### config.mk
export PLATFORM = sky130hd
export DESIGN_NAME = seg_guard_check
export DESIGN_NICKNAME = d
export VERILOG_FILES = /design/src/rtl/seg_guard_pkg.sv /design/src/rtl/seg_mode_gate.sv /design/src/rtl/seg_attr_check.sv /design/src/rtl/seg_limit_check.sv /design/src/rtl/seg_guard_check.sv
export SDC_FILE = /design/constraint.sdc
export NUM_CORES = 1
export LEC_CHECK = 0
export BUFFER_PORTS_ARGS = -buffer_cell sky130_fd_sc_hd__clkbuf_2
export CAP_MARGIN = 25
export CORE_MARGIN = 2
export CORE_UTILIZATION = 45
export DETAILED_ROUTE_END_ITERATION = 12
export MAX_ROUTING_LAYER = met4
export PLACE_DENSITY_LB_ADDON = 0.1
export SLEW_MARGIN = 40
export SYNTH_ARGS = -nofsm -noshare
export SYNTH_HDL_FRONTEND = slang
export SYNTH_SLANG_ARGS = --single-unit
### constraint.sdc
create_clock -name vclk -period 14.6
set_input_delay 2.92 -clock vclk [all_inputs]
set_output_delay 2.92 -clock vclk [all_outputs]
set_load 0.005 [all_outputs]
### src/rtl/seg_guard_pkg.sv
package seg_guard_pkg;

    typedef enum logic [2:0] {
        WHY_NONE     = 3'd0,
        WHY_NULL_SEL = 3'd1,
        WHY_WR_PROT  = 3'd2,
        WHY_RD_PROT  = 3'd3,
        WHY_LIMIT    = 3'd4
    } fault_why_e;

    typedef struct packed {
        logic rd;
        logic wr;
        logic xd;
    } seg_attr_t;

    typedef struct packed {
        logic is_write;
        logic is_fetch;
    } acc_kind_t;

    // Size code to byte count: 0->1, 1->2, 2->4, 3->8
    function automatic logic [3:0] size_bytes(input logic [1:0] code);
        return 4'd1 << code;
    endfunction

endpackage

### src/rtl/seg_mode_gate.sv
module seg_mode_gate (
    input  logic prot_en,
    input  logic long_act,
    input  logic cs_wide,
    output logic checks_on
);
    logic wide_mode;

    always_comb begin
        wide_mode = long_act & cs_wide;
        checks_on = prot_en & ~wide_mode;
    end
endmodule

### src/rtl/seg_attr_check.sv
module seg_attr_check
    import seg_guard_pkg::*;
#(
    parameter int IDX_W   = 3,
    parameter int DATA_LO = 0,
    parameter int DATA_HI = 5
) (
    input  logic [IDX_W-1:0] seg_idx,
    input  seg_attr_t        attr,
    input  acc_kind_t        kind,
    output logic             in_data,
    output logic             wr_viol,
    output logic             rd_viol
);
    localparam int NUM_IDX = 1 << IDX_W;

    logic [NUM_IDX-1:0] data_mask;

    for (genvar i = 0; i < NUM_IDX; i++) begin : g_mask
        assign data_mask[i] = (i >= DATA_LO) && (i <= DATA_HI);
    end

    always_comb begin
        in_data = data_mask[seg_idx];
        wr_viol = in_data & kind.is_write & ~attr.wr;
        rd_viol = in_data & ~kind.is_write & ~kind.is_fetch & ~attr.rd;
    end

    always_comb begin
        if (wr_viol) begin
            a_r4_wr_needs_write: assert (kind.is_write && !attr.wr)
                else $error("write-protect raised without a write to a read-only segment");
        end
        if (rd_viol) begin
            a_r5_rd_not_fetch: assert (!kind.is_fetch && !kind.is_write)
                else $error("read-protect raised for a fetch or a write");
        end
    end
endmodule

### src/rtl/seg_limit_check.sv
module seg_limit_check
    import seg_guard_pkg::*;
#(
    parameter int ADDR_W = 32
) (
    input  logic [ADDR_W-1:0] seg_base,
    input  logic [ADDR_W-1:0] seg_limit,
    input  logic [ADDR_W-1:0] acc_off,
    input  logic [1:0]        acc_size,
    input  logic              grows_down,
    output logic              lim_viol
);
    localparam int EXT_W = ADDR_W + 1;

    logic [EXT_W-1:0] last_byte;
    logic [EXT_W-1:0] limit_ext;
    logic [EXT_W-1:0] span_ext;
    logic             over_top;
    logic             below_base;
    logic             split_seg;

    always_comb begin
        span_ext   = EXT_W'(size_bytes(acc_size));
        last_byte  = {1'b0, acc_off} + span_ext - EXT_W'(1);
        limit_ext  = {1'b0, seg_limit};
        over_top   = last_byte > limit_ext;
        below_base = acc_off < seg_base;
        split_seg  = grows_down & (seg_limit < seg_base);
        lim_viol   = split_seg ? (over_top & below_base) : over_top;
    end

    always_comb begin
        a_r7_no_wrap: assert (last_byte >= {1'b0, acc_off})
            else $error("widened end address wrapped");
    end
endmodule

### src/rtl/seg_guard_check.sv
module seg_guard_check
    import seg_guard_pkg::*;
#(
    parameter int ADDR_W  = 32,
    parameter int SEL_W   = 16,
    parameter int IDX_W   = 3,
    parameter int DATA_LO = 0,
    parameter int DATA_HI = 5
) (
    input  logic              prot_en,
    input  logic              long_act,
    input  logic              cs_wide,
    input  logic [IDX_W-1:0]  seg_idx,
    input  logic [SEL_W-1:0]  seg_sel,
    input  logic              attr_rd,
    input  logic              attr_wr,
    input  logic              attr_xd,
    input  logic [ADDR_W-1:0] seg_base,
    input  logic [ADDR_W-1:0] seg_limit,
    input  logic [ADDR_W-1:0] acc_off,
    input  logic [1:0]        acc_size,
    input  logic              acc_write,
    input  logic              acc_fetch,
    output logic              gp_fault,
    output logic [2:0]        fault_why
);
    seg_attr_t  attr;
    acc_kind_t  kind;
    fault_why_e why;
    logic       checks_on;
    logic       in_data;
    logic       wr_viol;
    logic       rd_viol;
    logic       lim_viol;
    logic       null_sel;
    logic       grows_down;

    always_comb begin
        attr       = '{rd: attr_rd, wr: attr_wr, xd: attr_xd};
        kind       = '{is_write: acc_write, is_fetch: acc_fetch};
        null_sel   = (seg_sel == '0);
        grows_down = in_data & attr.xd;
    end

    seg_mode_gate u_mode (
        .prot_en   (prot_en),
        .long_act  (long_act),
        .cs_wide   (cs_wide),
        .checks_on (checks_on)
    );

    seg_attr_check #(
        .IDX_W   (IDX_W),
        .DATA_LO (DATA_LO),
        .DATA_HI (DATA_HI)
    ) u_attr (
        .seg_idx (seg_idx),
        .attr    (attr),
        .kind    (kind),
        .in_data (in_data),
        .wr_viol (wr_viol),
        .rd_viol (rd_viol)
    );

    seg_limit_check #(
        .ADDR_W (ADDR_W)
    ) u_lim (
        .seg_base   (seg_base),
        .seg_limit  (seg_limit),
        .acc_off    (acc_off),
        .acc_size   (acc_size),
        .grows_down (grows_down),
        .lim_viol   (lim_viol)
    );

    // First failing check wins
    always_comb begin
        why = WHY_NONE;
        if (checks_on) begin
            if (null_sel)      why = WHY_NULL_SEL;
            else if (wr_viol)  why = WHY_WR_PROT;
            else if (rd_viol)  why = WHY_RD_PROT;
            else if (lim_viol) why = WHY_LIMIT;
        end
        fault_why = why;
        gp_fault  = (why != WHY_NONE);
    end

    always_comb begin
        if (!prot_en || (long_act && cs_wide)) begin
            a_r1_r2_bypass: assert (!gp_fault && fault_why == 3'd0)
                else $error("fault raised while checks are bypassed");
        end
        if (prot_en && !(long_act && cs_wide) && seg_sel == '0) begin
            a_r3_null_first: assert (fault_why == 3'd1)
                else $error("zero selector not reported as null");
        end
        a_r9_flag_matches: assert (gp_fault == (fault_why != 3'd0))
            else $error("fault flag disagrees with reason code");
        a_r9_code_range: assert (fault_why <= 3'd4)
            else $error("reason code out of range");
    end
endmodule

==> results of run 1 <==
routing by layer:
metal  vias up  global-route usage [%]  wire length [um]
met5         -                       -                 0
met4         0                    1.77               106
met3         4                   0.277               272
met2        85                    39.8              5420
met1      2033                    30.3              5470
li1       2409                       -                 -
worst paths after layout:
path              depth (start not counted)           end  slack [ns]   startpoint
setup / recovery                         24      gp_fault        3.96  acc_size[1]
hold / removal                            5  fault_why[0]        6.25      attr_rd
logic make-up (layout without fill, tap and decap cells):
logic type | after synthesis | count (layout) | share of synthesized area (%)
AOI/OAI and AO/OA | 172 | 172 | 27.1
adders and majority gates | 130 | 130 | 38.6
xor gates and xnor gates | 22 | 22 | 4.55
buffers and inverters | 121 | 245 | 11.0
and+or+nand+nor | 148 | 148 | 18.5
muxes | 1 | 1 | 0.266
cell usage in the layout (no fill, tap or decap), drive strengths merged, types with 16 or more instances in the layout:
cell type,n
ha,129
xnor2,16
o21ai,38
inv,117
nand2,27
nand4,19
a21oi,43
clkbuf,128
nor2,29
a21o,25
stage by stage:
step	util, %	worst slack (ns)	instance area [sq um]	std cells
final	54.2	3.96	4990	829
after global routing	54.2	3.59	4990	829
after CTS	54.2	3.95	4990	829
after detailed placement	54.2	3.96	4990	829
after global placement	54.2	4.02	4990	829
after floorplan	-	4.66	4230	594
worst max-delay path: stages:
cell and delay (ns):
clkbuf_2 0.10, nand2b_1 0.15, ha_1 0.27, inv_1 0.04
ha_1 0.22, inv_1 0.07, fa_1 0.24, nor2b_4 0.05
o31a_1 0.27, or3_1 0.34, a22o_1 0.26, a311oi_2 0.41
nor3_1 0.16, o211ai_1 0.21, nand3b_1 0.14, ha_1 0.22
a2111o_1 0.39, a21oi_1 0.12, o211ai_1 0.09, o21ai_0 0.28
nand2_1 0.08, mux2_1 0.31, a211o_1 0.25, clkbuf_2 0.11
report_power, final:
group / switching [mW] / internal [mW] / leakage, nW
combinational: 0.108 / 0.0916 / 2.93
clock: 0 / 0 / 0
sequential: 0 / 0 / 0
area by class of cell:
| cell class | count | area, sq um | area share [%] |
|---|---|---|---|
| Tap cell | 111 | 139 | 2.79 |
| Inverter | 117 | 439 | 8.81 |
| Multi-Input combinational cell | 473 | 3770 | 75.6 |
| Timing Repair Buffer | 128 | 641 | 12.8 |
==> flow_summary.ini, run 1 <==
[critical_path]
crit_fanout = 4
worstPathRequired_ns = 11.68
crit_arrival_ns = 7.72
crit_type = primary input to primary output
start_kind = primary input
end_kind = primary output

[synth]
ys_warn_count = 0
syn_avg_cell_area_sq_um = 7.12
synth.most_common_cell = ha_1
netlist_top_cells_area = ha_1 38%, inv_1 10%, a21oi_1 5.1%, o21ai_0 4.5%, a21o_1 4.3%
synth_fp_nets = 849
yosysUniqueCellTypes = 63
synth.cell_area_sq_um = 4230
synthTopCellsByCount = 129 x ha_1, 117 x inv_1, 43 x a21oi_1
synth_top_area_cell = ha_1
yosysSeqAreaShare_pct = 0
synth_top_area_share_pct = 38.1
synthCells = 594

[worst_hold_path]
holdCritPathClass = primary input to primary output

[final_layout]
fin_nets = 975
drive_gt1_share_pct = 19.8
n_antenna_cell = 0
clkbuf_count = 0
seq_area_sq_um = 0
fillers = 987
syn_to_final_growth_pct = 17.8
seq_cells = 0

[die]
chipHeight_um = 101
num_rows = 35
core_sq_um = 9200
die_w_um = 101
num_io_pins = 129
die_area_sq_um = 10200
start_util_pct = 46.0

[power_and_ir_drop]
p_leak_nw = 2.93
ir_worst_vdd_mv = 0.0162
total_power_mw = 0.200
p_per_area_nw_per_um2 = 40.0

[flow_run]
maxCapViolations = 0

[sta]
setup_viol = 0
tightest_slew_ns = 0.695
slew_headroom_pct = 53.1
period_minus_slack_ns = 10.64
maxSlewViolCount = 0
hold_viol = 0
post-route-period-util_pct = 72.9
rsz0062_at_grt = false
setup_tns_ns = 0
hold_slack_ns = 6.25
max_freq_mhz = 94.0

[clocking]
ctsResizeCount = 0
holdBufCountCts = 0
postCtsSetupBuffers = 0

[status]
outcome = finished, final reports clean

[placement]
dp_hpwl_um = 10300
gp_congestion = 0.877
io_buffer_count = 128

[detailed_routing]
wl_per_cell_um = 13.6
first_pass_iters = 4
wl_um = 11300
via_per_inst = 5.47
num_vias = 4531
drc = 0
ant_nets = 0
drt_iter0_drc = 91

[global_route]
antenna_found_initial = 0
grt_pass1_wl_um = 18800
groute.usage.overall_pct = 22.6
grt_max_degree = 9
grt_pass1_vias = 4272
grt_overflow = 0
No activity file was read; power rests on OpenSTA's default activity.
==> run 2, diff against run 1 <==
clock period = 8.75 ns   (was 14.6 ns; I/O delays follow)
==> flow_summary.ini, run 2 (synthesis gave the netlist of run 1 again) <==
[status]
outcome = finished, final reports clean

[die]
die_w_um = 101
num_io_pins = 129
chipHeight_um = 101
core_sq_um = 9200
num_rows = 35
die_area_sq_um = 10200
start_util_pct = 46.0

[sta]
period_minus_slack_ns = 8.28
setup_viol = 0
maxSlewViolCount = 0
slew_headroom_pct = 48.3
rsz0062_at_grt = false
setup_tns_ns = 0
hold_viol = 0
post-route-period-util_pct = 94.6
worst_slack_ns = 0.473
max_freq_mhz = 121
tightest_slew_ns = 0.755

[final_layout]
seq_cells = 0
fin_nets = 975
layout_common_cells = 129 x ha_1, 128 x clkbuf_2, 117 x inv_1
seq_area_sq_um = 0
fin_cells = 829
final_common_cell = ha_1
n_antenna_cell = 0
fillers = 963
drive_gt1_share_pct = 19.8
syn_to_final_growth_pct = 17.8
clkbuf_count = 0
multi_input_area_sq_um = 3770

[detailed_routing]
num_vias = 4513
first_pass_iters = 4
wl_um = 11300
ant_nets = 0
via_per_inst = 5.44
drc = 0
wl_per_cell_um = 13.6
drt_iter0_drc = 99

[worst_hold_path]
holdCritPathClass = primary input to primary output
min_path_cells = 5

[power_and_ir_drop]
ir_worst_vdd_mv = 0.0291
p_leak_nw = 2.93
p_per_area_nw_per_um2 = 66.9

[clocking]
holdBufCountCts = 0
postCtsSetupBuffers = 0
ctsResizeCount = 0

[flow_run]
maxCapViolations = 0

[critical_path]
crit_arrival_ns = 6.53
crit_fanout = 4
crit_type = primary input to primary output
worstPathRequired_ns = 7.00
start_kind = primary input
end_kind = primary output

[global_route]
grt_pass1_vias = 4335
grt_max_degree = 9
grt_overflow = 0
groute.usage.overall_pct = 22.6
antenna_found_initial = 0
grt_pass1_wl_um = 18800

[placement]
io_buffer_count = 128
gp_congestion = 0.899
dp_cells = 829
dp_hpwl_um = 10400
pre_cts_ws_ns = 0.465
[run 2: worst paths after layout]
check	start	endpoint	slack [ns]
worst max-delay path	acc_size[1]	gp_fault	0.47
worst min-delay path	cs_wide	fault_why[1]	3.92
[run 2: per-layer routing]
metal / GRT usage [%] / share of wire, % / vias to the layer above
met3: 0.971 / 3.0 / 2
li1: - / - / 2416
met5: - / 0 / -
met1: 29.5 / 47 / 2030
met4: 1.04 / 0.33 / 0
met2: 40.7 / 49 / 65
[run 2: critical path: stages]
cell and delay (ns):
clkbuf_2 0.10, nand2b_1 0.14, ha_1 0.27, inv_1 0.04
ha_1 0.23, inv_1 0.08, fa_1 0.25, nor2b_4 0.05
o31a_1 0.27, or3_1 0.34, a22o_1 0.25, a311oi_2 0.37
o31ai_1 0.12, a211oi_1 0.26, nor3_1 0.08, ha_1 0.21
a2111o_1 0.43, a21oi_1 0.12, o211ai_1 0.09, o21ai_0 0.31
nand2_1 0.09, mux2_1 0.31, a211o_1 0.25, clkbuf_2 0.11
[run 2: through the flow]
step	cell area (sq um)	power (mW)	hold WS, ns	util, %
after CTS	4990	0.335	3.91	54.2
after floorplan	4230	0.236	3.68	-
after detailed placement	4990	0.332	3.91	54.2
final	4990	0.333	3.92	54.2
after global placement	4990	0.324	3.89	54.2
after global routing	4990	0.384	3.95	54.2
[run 2: layout make-up]
type                            count  share of cell area (%)
Tap cell                          111                    2.79
Timing Repair Buffer              128                    12.8
Multi-Input combinational cell    473                    75.6
Inverter                          117                    8.81
[run 2: power by group]
group	internal [mW]	switching [mW]
combinational	0.153	0.180
sequential	0	0
clock	0	0
total	0.153	0.180
==> run 3, diff against run 2 <==
==> constraint.sdc (replaced) <==
create_clock -name vclk -period 8.75
set_input_delay 0.4375 -clock vclk [all_inputs]
set_output_delay 0.4375 -clock vclk [all_outputs]
set_load 0.005 [all_outputs]
==> flow_summary.ini, run 3 (synthesis gave the netlist of run 1 again) <==
[final_layout]
syn_to_final_growth_pct = 17.8
drive_gt1_share_pct = 19.8
layout_common_cells = 129 x ha_1, 128 x clkbuf_2, 117 x inv_1
clkbuf_count = 0
seq_area_sq_um = 0
seq_cells = 0
n_antenna_cell = 0
final_common_cell = ha_1
fin_nets = 975

[status]
outcome = finished, final reports clean

[detailed_routing]
via_per_inst = 5.43
drc = 0
drt_iter0_drc = 130
ant_nets = 0
num_vias = 4501
first_pass_iters = 4
wl_per_cell_um = 13.8
wl_um = 11500

[die]
core_sq_um = 9200
die_w_um = 101
die_area_sq_um = 10200
chipHeight_um = 101
start_util_pct = 46.0
num_io_pins = 129
num_rows = 35

[worst_hold_path]
holdPathEnd = fault_why[0]
holdCritPathClass = primary input to primary output
worstHoldStart = attr_rd
min_path_cells = 5

[clocking]
holdBufCountCts = 0
ctsResizeCount = 0
postCtsSetupBuffers = 0

[critical_path]
crit_arrival_ns = 5.24
crit_type = primary input to primary output
worstPathRequired_ns = 8.31
end_kind = primary output
start_kind = primary input
crit_fanout = 4

[sta]
worst_slack_ns = 3.07
setup_tns_ns = 0
max_freq_mhz = 176
slew_headroom_pct = 51.2
setup_viol = 0
period_minus_slack_ns = 5.68
hold_viol = 0
tightest_slew_ns = 0.714
rsz0062_at_grt = false
post-route-period-util_pct = 64.9
maxSlewViolCount = 0

[global_route]
grt_pass1_vias = 4291
grt_pass1_wl_um = 18800
antenna_found_initial = 0
groute.usage.overall_pct = 22.6
grt_overflow = 0
grt_max_degree = 9

[power_and_ir_drop]
total_power_mw = 0.335
p_per_area_nw_per_um2 = 67.2
p_leak_nw = 2.93
ir_worst_vdd_mv = 0.0245

[flow_run]
maxCapViolations = 0

[placement]
pre_cts_ws_ns = 3.07
gp_congestion = 0.881
io_buffer_count = 128
dp_hpwl_um = 10500
run 3: area by class of cell:
class / instances / area, sq um
Fill cell: 933 / 4210
Tap cell: 111 / 139
Multi-Input combinational cell: 473 / 3770
Timing Repair Buffer: 128 / 641
Inverter: 117 / 439
run 3: worst max path at each step:
stage	slack [ns]	to	start
floorplan	3.78	gp_fault	acc_size[1]
global placement	3.13	gp_fault	acc_size[1]
detailed placement	3.07	gp_fault	acc_size[1]
CTS	3.06	gp_fault	acc_size[1]
global route	2.74	gp_fault	acc_size[1]
finish	3.07	gp_fault	acc_size[1]
run 3: layer usage:
layer  share of wire [%]  routed length [um]  global-route usage (%)  up-vias
met3                 2.8                 319                   0.693        4
met4                0.53                  61                    1.25        0
li1                    -                   -                       -     2396
met5                   0                   0                       -        -
met2                  49                5650                    41.0       80
met1                  47                5420                    29.2     2021
run 3: critical path, stage by stage:
cell      delay, ns
clkbuf_2       0.10
nand2b_1       0.14
ha_1           0.27
inv_1          0.04
ha_1           0.23
inv_1          0.09
fa_1           0.25
nor2b_4        0.06
o31a_1         0.26
or3_1          0.33
a22o_1         0.26
a311oi_2       0.40
nor3_1         0.15
o211ai_1       0.20
nand3b_1       0.14
ha_1           0.22
a2111o_1       0.40
a21oi_1        0.12
o211ai_1       0.09
o21ai_0        0.28
nand2_1        0.09
mux2_1         0.31
a211o_1        0.25
clkbuf_2       0.11
run 3: metrics by stage:
step | area [sq um] | cells | hold slack (ns) | util [%]
5_1_grt | 4990 | 829 | 1.35 | 54.2
4_1_cts | 4990 | 829 | 1.28 | 54.2
6_report | 4990 | 829 | 1.29 | 54.2
3_5_place_dp | 4990 | 829 | 1.28 | 54.2
3_3_place_gp | 4990 | 829 | 1.26 | 54.2
2_1_floorplan | 4230 | 594 | 1.05 | -
run 3: where the power goes:
group / switching, mW / total, mW / internal, mW
logic: 0.182 / 0.335 / 0.154
registers: 0 / 0 / 0
clock network: 0 / 0 / 0
